`src/rtl/pend_ack_pkg.sv`:
```
package pend_ack_pkg;
  localparam int VID_W  = 10;
  localparam int PRIO_W = 8;
  localparam logic [VID_W-1:0]  SPUR_VID  = 10'd1023;
  localparam logic [PRIO_W-1:0] IDLE_PRIO = 8'hFF;

  typedef struct packed {
    logic [VID_W-1:0]  vid;
    logic [PRIO_W-1:0] prio;
    logic              grp;
    logic              pend;
    logic              act;
    logic              hw;
    logic [VID_W-1:0]  pid;
  } lr_ent_t;
endpackage

```
`src/rtl/pend_ack_file.sv`:
```
module pend_ack_file
  import pend_ack_pkg::*;
#(
  parameter int NUM_LR = 16,
  localparam int IDX_W = $clog2(NUM_LR)
) (
  input  logic             clk_i,
  input  logic             rst_ni,
  input  logic             wr_en_i,
  input  logic [IDX_W-1:0] wr_idx_i,
  input  lr_ent_t          wr_ent_i,
  input  logic             com_en_i,
  input  logic [IDX_W-1:0] com_idx_i,
  input  logic [IDX_W-1:0] rd_idx_i,
  output lr_ent_t          rd_ent_o,
  output lr_ent_t          ents_o [NUM_LR]
);
  lr_ent_t ent_q [NUM_LR];

  for (genvar k = 0; k < NUM_LR; k++) begin : g_ent
    always_ff @(posedge clk_i or negedge rst_ni) begin
      if (!rst_ni) begin
        ent_q[k] <= '0;
      end else if (wr_en_i && wr_idx_i == IDX_W'(k)) begin
        ent_q[k] <= wr_ent_i;  // write wins over commit
      end else if (com_en_i && com_idx_i == IDX_W'(k)) begin
        ent_q[k].pend <= 1'b0;
        ent_q[k].act  <= 1'b1;
      end
    end
    assign ents_o[k] = ent_q[k];
  end

  assign rd_ent_o = ent_q[rd_idx_i];
endmodule

```
`src/rtl/pend_ack_pick.sv`:
```
module pend_ack_pick
  import pend_ack_pkg::*;
#(
  parameter int NUM_LR = 16,  // power of two
  localparam int IDX_W = $clog2(NUM_LR),
  localparam int CNT_W = $clog2(NUM_LR + 1),
  localparam int NODES = 2 * NUM_LR - 1
) (
  input  lr_ent_t          ents_i [NUM_LR],
  input  logic [CNT_W-1:0] used_cnt_i,
  input  logic             grp0_en_i,
  input  logic             grp1_en_i,
  output logic             win_v_o,
  output logic [IDX_W-1:0] win_idx_o
);
  logic              nv [NODES];
  logic [PRIO_W-1:0] np [NODES];
  logic [IDX_W-1:0]  ni [NODES];

  for (genvar k = 0; k < NUM_LR; k++) begin : g_leaf
    assign nv[NUM_LR-1+k] = (CNT_W'(k) < used_cnt_i) && ents_i[k].pend && !ents_i[k].act &&
                            (ents_i[k].grp ? grp1_en_i : grp0_en_i) &&
                            (ents_i[k].prio != IDLE_PRIO);
    assign np[NUM_LR-1+k] = ents_i[k].prio;
    assign ni[NUM_LR-1+k] = IDX_W'(k);
  end

  // left subtree holds lower indices; left kept on tie
  for (genvar n = 0; n < NUM_LR - 1; n++) begin : g_node
    logic take_l;
    assign take_l = nv[2*n+1] && (!nv[2*n+2] || np[2*n+1] <= np[2*n+2]);
    assign nv[n]  = nv[2*n+1] || nv[2*n+2];
    assign np[n]  = take_l ? np[2*n+1] : np[2*n+2];
    assign ni[n]  = take_l ? ni[2*n+1] : ni[2*n+2];
  end

  assign win_v_o   = nv[0];
  assign win_idx_o = ni[0];
endmodule

```
`src/rtl/pend_ack_gate.sv`:
```
module pend_ack_gate
  import pend_ack_pkg::*;
(
  input  logic              win_v_i,
  input  logic              win_grp_i,
  input  logic [PRIO_W-1:0] win_prio_i,
  input  logic              req_grp_i,
  input  logic [PRIO_W-1:0] prio_mask_i,
  input  logic [PRIO_W-1:0] run_prio_i,
  input  logic [2:0]        bpr0_i,
  input  logic [2:0]        bpr1_i,
  output logic              ok_o,
  output logic [PRIO_W-1:0] pre_o
);
  logic [3:0] shamt;

  assign shamt = req_grp_i ? {1'b0, bpr1_i} : ({1'b0, bpr0_i} + 4'd1);
  assign pre_o = win_prio_i & (IDLE_PRIO << shamt);
  assign ok_o  = win_v_i && (win_grp_i == req_grp_i) &&
                 (prio_mask_i > win_prio_i) && (run_prio_i > pre_o);
endmodule

```
`src/rtl/pend_ack_arb.sv`:
```
module pend_ack_arb
  import pend_ack_pkg::*;
#(
  parameter int NUM_LR = 16,
  localparam int IDX_W = $clog2(NUM_LR),
  localparam int CNT_W = $clog2(NUM_LR + 1)
) (
  input  logic              clk_i,
  input  logic              rst_ni,
  input  logic              wr_en_i,
  input  logic [IDX_W-1:0]  wr_idx_i,
  input  logic [VID_W-1:0]  wr_vid_i,
  input  logic [PRIO_W-1:0] wr_prio_i,
  input  logic              wr_grp_i,
  input  logic              wr_pend_i,
  input  logic              wr_act_i,
  input  logic              wr_hw_i,
  input  logic [VID_W-1:0]  wr_pid_i,
  input  logic [IDX_W-1:0]  rd_idx_i,
  output logic [VID_W-1:0]  rd_vid_o,
  output logic [PRIO_W-1:0] rd_prio_o,
  output logic              rd_grp_o,
  output logic              rd_pend_o,
  output logic              rd_act_o,
  output logic              rd_hw_o,
  output logic [VID_W-1:0]  rd_pid_o,
  input  logic [CNT_W-1:0]  used_cnt_i,
  input  logic              grp0_en_i,
  input  logic              grp1_en_i,
  input  logic [PRIO_W-1:0] prio_mask_i,
  input  logic [PRIO_W-1:0] run_prio_i,
  input  logic [2:0]        bpr0_i,
  input  logic [2:0]        bpr1_i,
  input  logic              ack_req_i,
  input  logic              ack_grp_i,
  output logic              ack_done_o,
  output logic              ack_ok_o,
  output logic [VID_W-1:0]  ack_vid_o,
  output logic [PRIO_W-1:0] ack_pre_o,
  input  logic              hp_grp_i,
  output logic [VID_W-1:0]  hp_vid_o
);
  lr_ent_t          wr_ent, rd_ent, win_ent;
  lr_ent_t          ents [NUM_LR];
  logic             win_v, ok, com_en;
  logic [IDX_W-1:0] win_idx;
  logic [PRIO_W-1:0] pre;

  assign wr_ent = '{vid: wr_vid_i, prio: wr_prio_i, grp: wr_grp_i, pend: wr_pend_i,
                    act: wr_act_i, hw: wr_hw_i, pid: wr_pid_i};

  pend_ack_file #(.NUM_LR(NUM_LR)) i_file (
    .clk_i, .rst_ni, .wr_en_i, .wr_idx_i, .wr_ent_i(wr_ent),
    .com_en_i(com_en), .com_idx_i(win_idx), .rd_idx_i,
    .rd_ent_o(rd_ent), .ents_o(ents)
  );

  pend_ack_pick #(.NUM_LR(NUM_LR)) i_pick (
    .ents_i(ents), .used_cnt_i, .grp0_en_i, .grp1_en_i,
    .win_v_o(win_v), .win_idx_o(win_idx)
  );

  assign win_ent = ents[win_idx];

  pend_ack_gate i_gate (
    .win_v_i(win_v), .win_grp_i(win_ent.grp), .win_prio_i(win_ent.prio),
    .req_grp_i(ack_grp_i), .prio_mask_i, .run_prio_i, .bpr0_i, .bpr1_i,
    .ok_o(ok), .pre_o(pre)
  );

  assign com_en = ack_req_i && ok;

  always_ff @(posedge clk_i or negedge rst_ni) begin
    if (!rst_ni) begin
      ack_done_o <= 1'b0;
      ack_ok_o   <= 1'b0;
      ack_vid_o  <= SPUR_VID;
      ack_pre_o  <= '0;
    end else begin
      ack_done_o <= ack_req_i;
      if (ack_req_i) begin
        ack_ok_o  <= ok;
        ack_vid_o <= ok ? win_ent.vid : SPUR_VID;
        ack_pre_o <= ok ? pre : '0;
      end else begin
        ack_ok_o  <= 1'b0;
      end
    end
  end

  assign hp_vid_o  = (win_v && win_ent.grp == hp_grp_i) ? win_ent.vid : SPUR_VID;

  assign rd_vid_o  = rd_ent.vid;
  assign rd_prio_o = rd_ent.prio;
  assign rd_grp_o  = rd_ent.grp;
  assign rd_pend_o = rd_ent.pend;
  assign rd_act_o  = rd_ent.act;
  assign rd_hw_o   = rd_ent.hw;
  assign rd_pid_o  = rd_ent.pid;
endmodule

```
`config.mk`:
```
export PLATFORM = sky130hd
export DESIGN_NAME = pend_ack_arb
export DESIGN_NICKNAME = d
export VERILOG_FILES = /design/src/rtl/pend_ack_pkg.sv /design/src/rtl/pend_ack_file.sv /design/src/rtl/pend_ack_pick.sv /design/src/rtl/pend_ack_gate.sv /design/src/rtl/pend_ack_arb.sv
export SDC_FILE = /design/constraint.sdc
export NUM_CORES = 1
export LEC_CHECK = 0
export BUFFER_PORTS_ARGS = -buffer_cell sky130_fd_sc_hd__buf_2
export CAP_MARGIN = 20
export CELL_PAD_IN_SITES_DETAIL_PLACEMENT = 0
export CELL_PAD_IN_SITES_GLOBAL_PLACEMENT = 1
export CORE_MARGIN = 4
export CORE_UTILIZATION = 35
export DETAILED_ROUTE_END_ITERATION = 12
export PLACE_DENSITY_LB_ADDON = 0.1
export SLEW_MARGIN = 20
export SYNTH_ARGS = -nofsm -noshare
export SYNTH_HDL_FRONTEND = slang
export SYNTH_SLANG_ARGS = --single-unit
```
`constraint.sdc`:
```
create_clock -name clk_i -period 23.3 [get_ports clk_i]
set_clock_uncertainty 0.2 [all_clocks]
set_input_delay 3.495 -clock clk_i [delete_from_list [all_inputs] [get_ports clk_i]]
set_output_delay 3.495 -clock clk_i [all_outputs]
set_load 0.005 [all_outputs]
```
Word-level counts from Yosys, hierarchy flattened
Index checks and enable logic that the tools add are counted.
{ "classes": {"n_addsub": 1, "multipliers": 0, "div_mod_pow": 0, "n_lt_le_gt_ge": 35, "n_eq_ne": 48, "n_shift": 1, "mux": 88, "n_bitwise": 3, "reduce_logical": 195} }
{ "ops": {"columns": ["op", "n"], "rows": [
  ["$bmux W32 S4", 2],
  ["$mux W32", 4],
  ["$ne A8 B8 Y1 const B", 16],
  ["$le A8 B8 Y1", 15],
  ["$mux W8", 15],
  ["$logic_and A1 B1 Y1", 116],
  ["$mux W2", 36],
  ["$eq A4 B4 Y1 const B", 16],
  ["$lt A4 B5 Y1 const A", 8],
  ["$eq A4 B3 Y1 const B", 8],
  ["$reduce_bool A2 Y1", 16],
  ["$logic_not A1 Y1", 31],
  ["$logic_or A1 B1 Y1", 30],
  ["$mux W1", 25],
  ["$lt A3 B5 Y1 const A", 4],
  ["$mux W10", 2],
  ["$eq A4 B2 Y1 const B", 4],
  ["$gt A8 B8 Y1", 2],
  ["$ge A5 B5 Y1 const B", 2],
  ["$lt A1 B5 Y1 const A", 2],
  ["$lt A2 B5 Y1 const A", 2],
  ["$not A4 Y5", 2],
  ["$and A8 B8 Y8", 1],
  ["$eq A4 B1 Y1 const B", 2],
  ["other kinds (6)", 10]
]} }
{ "word_totals": {"reg_bits": 532, "latch_bits": 0, "mem_bits_rw": 0, "romBits": 0, "input_bits": 75, "output_inout_bits": 62, "word_cells": 487, "n_memories": 0} }

Logic depth before layout (Yosys ltp)
{ "logic_depth": {"ltp_word": 33, "ltp_mapped": 58, "ltp_nobuf": 52} }

Hierarchy
A second synthesis with hierarchy kept.
{ "unflattened": {"hier_cells": 2483, "hier_area_um2": 32287.2} }
{ "by_module_without_submodules": {"columns": ["module", "n_inst", "cells_each", "area_each_um2", "seq_area_each_um2"], "rows": [
  ["pend_ack_file", 1, 1451, 23029.6, 12812.3],
  ["pend_ack_pick", 1, 678, 5241.3, 0.0],
  ["pend_ack_arb", 1, 277, 3435.8, 513.0],
  ["pend_ack_gate", 1, 77, 580.6, 0.0]
]} }

Least setup slack after synthesis
OpenSTA, ideal clock, no wires.
{ "synth_timing": {"kind": "input-to-output", "from": "in used_cnt_i[4]", "to": "out hp_vid_o[9]", "arrival_ns": 12.077, "t_required_ns": 19.605, "slack_ns": 7.528, "cell_stages": 37, "n_path_buf": 5, "path_cell_list": "buf_2 > or2_1 > nand4b_1 > or3_1 > o31ai_4 > mux2_2 > ha_1 > a21o_1 > a221o_1 > a221oi_1 > o32ai_2 > clkbuf_1 > o21a_1 > ha_1 > nor2b_1 > o21a_1 > o21a_1 > o221ai_1 > and2_1 > clkbuf_1 > buf_1 > nor2_1 > a21oi_1 > ha_1 > a21o_1 > a221o_1 > a221oi_1 > a31oi_1 > o21ai_4 > nand2_2 > or3_1 > buf_4 > nand2_8 > mux4_2 > a22o_1 > a211o_1 > nand3b_1"} }
{ "synth_via": {"elab_chain_cells": 28, "word_cells_on_any_way": 183, "classes_between": "23 x order compare; 1 x eq/ne; 33 x mux; 1 x bitwise; 125 x reduce/logical"} }
{ "synth_lines": {"columns": ["item", "line", "text"], "rows": [
  ["start: declaration", "pend_ack_arb.sv:27", "input logic [CNT_W-1:0] used_cnt_i,"],
  ["$lt A1 B5 Y1 (tied with other cells)", "pend_ack_pick.sv:21", "assign nv[NUM_LR-1+k] = (CNT_W'(k) < used_cnt_i) && ents_i[k].pend && !ents_i[k].act &&"],
  ["$logic_and A1 B1 Y1 (3 in series)", "pend_ack_pick.sv:21", null],
  ["$logic_and A1 B1 Y1", "pend_ack_pick.sv:22", "(ents_i[k].grp ? grp1_en_i : grp0_en_i) &&"],
  ["$logic_not A1 Y1", "pend_ack_pick.sv:31", "assign take_l = nv[2*n+1] && (!nv[2*n+2] || np[2*n+1] <= np[2*n+2]);"],
  ["$logic_or A1 B1 Y1", "pend_ack_pick.sv:31", null],
  ["$logic_and A1 B1 Y1", "pend_ack_pick.sv:31", null],
  ["$mux W8", "pend_ack_pick.sv:33", "assign np[n] = take_l ? np[2*n+1] : np[2*n+2];"],
  ["$le A8 B8 Y1", "pend_ack_pick.sv:31", null],
  ["[9 not listed]", null, null],
  ["$logic_and A1 B1 Y1", "pend_ack_pick.sv:31", null],
  ["$mux W4", "pend_ack_pick.sv:34", "assign ni[n] = take_l ? ni[2*n+1] : ni[2*n+2];"],
  ["$not A4 Y5 (not written as such)", "pend_ack_arb.sv:63", "assign win_ent = ents[win_idx];"],
  ["$bmux W32 S4", "pend_ack_arb.sv:63", null],
  ["$mux W32 (not written as such) (2 in series)", "pend_ack_arb.sv:63", null],
  ["$eq A1 B1 Y1", "pend_ack_arb.sv:91", "assign hp_vid_o = (win_v && win_ent.grp == hp_grp_i) ? win_ent.vid : SPUR_VID;"],
  ["$logic_and A1 B1 Y1", "pend_ack_arb.sv:91", null],
  ["$mux W10 (*)", "pend_ack_arb.sv:91", null],
  ["end: declaration", "pend_ack_arb.sv:41", "output logic [VID_W-1:0] hp_vid_o"]
]} }
Mark *: on every way between the ends. The rest lies on a longest branch, timed or not. The select of a mux whose other input is x is not followed.

Worst setup path in the final report
{ "layout_timing": {"from": "in grp0_en_i", "to": "out hp_vid_o[0]"} }
{ "layout_via": {"elab_chain_cells": 26, "word_cells_on_any_way": 151, "classes_between": "7 x order compare; 1 x eq/ne; 49 x mux; 1 x bitwise; 93 x reduce/logical"} }
{ "layout_lines": {"columns": ["item", "line", "text"], "rows": [
  ["start: declaration", "pend_ack_arb.sv:28", "input logic grp0_en_i,"],
  ["$mux W1", "pend_ack_pick.sv:22", null],
  ["$logic_and A1 B1 Y1", "pend_ack_pick.sv:21", null],
  ["$logic_and A1 B1 Y1", "pend_ack_pick.sv:22", null],
  ["$logic_not A1 Y1", "pend_ack_pick.sv:31", null],
  ["$logic_or A1 B1 Y1", "pend_ack_pick.sv:31", null],
  ["$logic_and A1 B1 Y1", "pend_ack_pick.sv:31", null],
  ["$mux W8", "pend_ack_pick.sv:33", null],
  ["$le A8 B8 Y1", "pend_ack_pick.sv:31", null],
  ["[9 not listed]", null, null],
  ["$logic_and A1 B1 Y1", "pend_ack_pick.sv:31", null],
  ["$mux W4", "pend_ack_pick.sv:34", null],
  ["$not A4 Y5 (not written as such)", "pend_ack_arb.sv:63", null],
  ["$bmux W32 S4", "pend_ack_arb.sv:63", null],
  ["$mux W32 (not written as such) (2 in series)", "pend_ack_arb.sv:63", null],
  ["$eq A1 B1 Y1", "pend_ack_arb.sv:91", null],
  ["$logic_and A1 B1 Y1", "pend_ack_arb.sv:91", null],
  ["$mux W10 (*)", "pend_ack_arb.sv:91", null]
]} }
Marked as above.

==> results.md <==
- The flow ran to the end, and the final reports show no timing, DRC or antenna violations.
- Synthesis produced a netlist with a net count of 2910.
- Counting instances in the post-synthesis netlist gives the leading cell types as sky130_fd_sc_hd__dfrtp_1, sky130_fd_sc_hd__mux2_2, sky130_fd_sc_hd__nand2_1.
- The cell type group with the largest total delay on the critical path is compound AO/OA/AOI/OAI gates.
- In the final routed layout, each cell accounts on average for 29.98 um.
- Setup repair after global routing left no endpoint under its margin.
- The normalized max-slew margin is 0.2147.
- The number of register bits inferred by synthesis is 532.
- The number of slew-limit violations in the final report was 0.
- The final hold violation count is 0.
- The area of all placed cells without fillers is around 36000 um^2.
- The remaining routing DRC violations is 0.
- The share of power burned in combinational logic is 0.463.
- The static power due to leakage is 0.01579 uW.
- The area growth from synthesis to layout is 13.07%.
- STA classifies the critical path startpoint as an input port.
- The critical path contains buffers and inverters numbering 2 combined.
- A synthesized cell averages 11.91 um^2.
- The first global-routing pass estimated approximately 180000 um of wire.
- The worst path arrival time is between 10 and 15 ns.
- The count of unique library cells instantiated by Yosys is 98.
- The width of the die is 310.9 um.
- Buffers inserted to repair hold after CTS numbered 0.
- Post-CTS repair changed the size of 0 cells.
- For this design the total switching power over the nets is 1886 uW.
- The latest clock arrival within the worst-skew pair is 0.64 ns.
- The standard cell area after detailed placement is 34020 um^2.
- After clock tree synthesis, the clock-pin slew on the worst setup and hold paths is around 0.050 ns.
- The most instantiated library cell after synthesis is sky130_fd_sc_hd__dfrtp_1.
- The final core area utilization is 0.4011.
- The share of synthesized area occupied by flip-flops and latches is 0.4148.
- The worst hold path cell count is 2.
- The number of antenna violations at the first check in global routing is 13.
- The floorplan core area is 90560 um^2.
- Counting flops with an async set or reset pin after synthesis yields a share of 1.000.
- The antenna violation net count after detailed routing is 0.
- The clock tree from TritonCTS is yes.
- The power per cell area is around 130 nW/um^2.
- Of all cell types, the one taking the most synthesized area is sky130_fd_sc_hd__dfrtp_1.
- Detailed placement ended at an HPWL of ~82000 um.
- The most used flip-flop cell after synthesis is sky130_fd_sc_hd__dfrtp_1.
- Static timing analysis puts the maximum clock frequency at 54.33 MHz.
- The number of maximum-capacitance violations is 0.
- The worst setup path is captured at a primary output.
- The row count is 110.
- The final sum of negative setup slack is 0 ns.
- The worst setup slack after layout is 4.893 ns.
- The maximum fanout count along the critical path is 34.
- The first detailed-routing pass ran for 5 iterations.
- The remaining global-route overflow is 0.
- Setup violations remaining at the end of the flow were counted as 0.
- Counting flops with a built-in enable in the synthesized netlist gives 0.
- The logic depth of the worst path, buffers included is 34.
- The number of primary I/O pins is 137.
- The clock period could shrink to between 15 and 20 ns.
- The number of buffers between clock root and the deepest sink is 3.
- The die is between 300 and 400 um tall.
- The share of Yosys cell area claimed by the top area cell type is 0.4067.
- IR analysis of the VDD net gives a maximum drop of 99.38 uV.
- The cell-internal power is 2674 uW.
- The total clock buffers created by CTS is 68.
- The classification of the worst-slack hold path is register to register.
- The layout has 8673 filler cells.
- The mapped netlist covers ~32000 um^2.
- The routed layout has ~24000 vias.
- Measured in cells, the most critical reg-to-reg path has a length of 50.
- The largest incremental delay on the critical path is between 0.9 and 1 ns.
- By area the synthesized netlist is led by sky130_fd_sc_hd__dfrtp_1, sky130_fd_sc_hd__mux2_2, sky130_fd_sc_hd__mux4_2.
- The overall routed net length is 119900 um.
- The clock tree synthesis step divided the H-tree into 3 levels.
- The critical path class is input port to primary output.
- The transition time at the pin with the least slew margin is 1.172 ns.
- The number of clock sinks is 532.
- OpenSTA, run right after detailed placement, puts the worst setup slack at 4.751 ns.
- Across every metal layer, demand over resource in global routing totals 0.2460.
- The number of post-CTS setup repair buffers is 0.
- Entering global routing, the biggest net connects 109 pins.
- The total of warnings raised by yosys is 0.
- Of the total power, the share spent switching nets is 0.4135.
- Buffers placed on the I/O ports in this run total 136.
- After detailed routing, the number of vias per cell comes to 5.942.
- At the end of routability-driven placement, the weighted congestion stood at 0.9242.
- The effective utilization at floorplan is 0.3547.
- Of the total power, the clock network draws 0.235.
- The required time reported for the critical path endpoint is 19.61 ns.
- In the synthesized netlist, the number of instances is 2698.
- In this run the clock root is driven by a sky130_fd_sc_hd__clkbuf_16.
- The number of DRC violations after detailed-routing iteration 0 is approximately 1800.
- Of the total power, registers draw 0.302.
- Of the available clock period, the critical path in the final layout requires 0.7900.
- Of the cells placed in the final design, the portion with a size suffix greater than 1 is 0.3477.
- The count of nets after finishing is 2980.
- The area of the die is just under 100000 um^2.
- The number of global-route vias before repair is 24726.
- The cell type of the slowest stage on the worst timing path is sky130_fd_sc_hd__xnor2_2.
==> cells in the final DEF, fill, tap and decap left out, drive strengths merged, types with 25 or more instances in the layout <==
master	n
dfrtp	522
mux2	439
nand2	255
mux4	189
buf	178
ha	137
o21ai	130
nor2	104
inv	103
clkbuf	103
mux2i	92
a21oi	90
nand4	77
nand3	34
o21a	32
o211ai	27
nor3	25
==> flip-flops by register name (all words and copies together), names as in the netlist <==
name	count
i_file.ents_o	512
ack_pre_o	8
ack_vid_o	10
ack_done_o	1
ack_ok_o	1
==> final timing paths <==
kind,to,slack (ns),from
hold reg to reg,i_file.ents_o[160],0.27,i_file.ents_o[160]
max in group asynchronous,i_file.ents_o[404],16.24,rst_ni
min in group asynchronous,i_file.ents_o[34],2.69,rst_ni
setup reg to reg,ack_vid_o[3],8.84,i_file.ents_o[79]
setup / recovery,hp_vid_o[0],4.89,grp0_en_i
hold / removal,i_file.ents_o[160],0.27,i_file.ents_o[160]
==> cells by family (layout without fill, tap and decap cells) <==
kind of cell             count (synthesis)  in the layout  synth area share
adder cells (fa/ha/maj)                137            137           0.05336
AND/OR/NAND/NOR                        586            586           0.08885
other                                    0              6                 0
AO/OA/AOI/OAI                          438            438           0.09185
XOR/XNOR                                 2              2         0.0007792
buffers and inverters                  283            401           0.03525
multiplexers                           720            720            0.3151
flip-flops                             532            532            0.4148
==> through the flow <==
step / hold WS (ns) / total power [uW] / cells
2_1_floorplan: 0.2409 / 2687 / 2698
3_3_place_gp: 0.2536 / 3458 / 3874
3_5_place_dp: 0.2612 / 3492 / 3874
4_1_cts: 0.2752 / 4586 / 3992
5_1_grt: 0.2860 / 4821 / 3992
6_report: 0.2683 / 4560 / 3998
==> area by class of cell <==
class                   instances  area [um^2]  share of cell area
clock buffers                 102         1982             0.05457
diodes                          6        15.01           0.0004134
repair buffers                179         1028             0.02832
flip-flops and latches        532        13330              0.3669
clock inverters                16        294.0            0.008095
inverters                     104        390.4             0.01075
well taps                    1176         1471             0.04051
multi-input cells            1883        17810              0.4905
==> power groups by stage <==
stage / registers [uW] / clock network [uW] / logic (uW)
after floorplan: 1290 / 0 / 1400
after global placement: 1380 / 0 / 2080
after detailed placement: 1390 / 0 / 2100
after CTS: 1370 / 1100 / 2110
after global routing: 1400 / 1140 / 2280
final: 1380 / 1070 / 2110
==> routing by layer <==
layer / share of wire / global-route usage
met1: 0.44 / 0.3330
met5: 0.00028 / 0
met2: 0.49 / 0.4195
met3: 0.046 / 0.03423
met4: 0.025 / 0.05867
==> worst register-to-register path, delay by kind of cell, from the launching register on <==
family / cells / cell delay [ns]
AOI/OAI and AO/OA: 25 / 6.18
buffers and inverters: 5 / 1.35
DFF: 1 / 0.46
and+or+nand+nor: 12 / 3.80
adders and majority gates: 5 / 1.44
muxes: 3 / 0.93
Power figures use the tool's default switching activity.
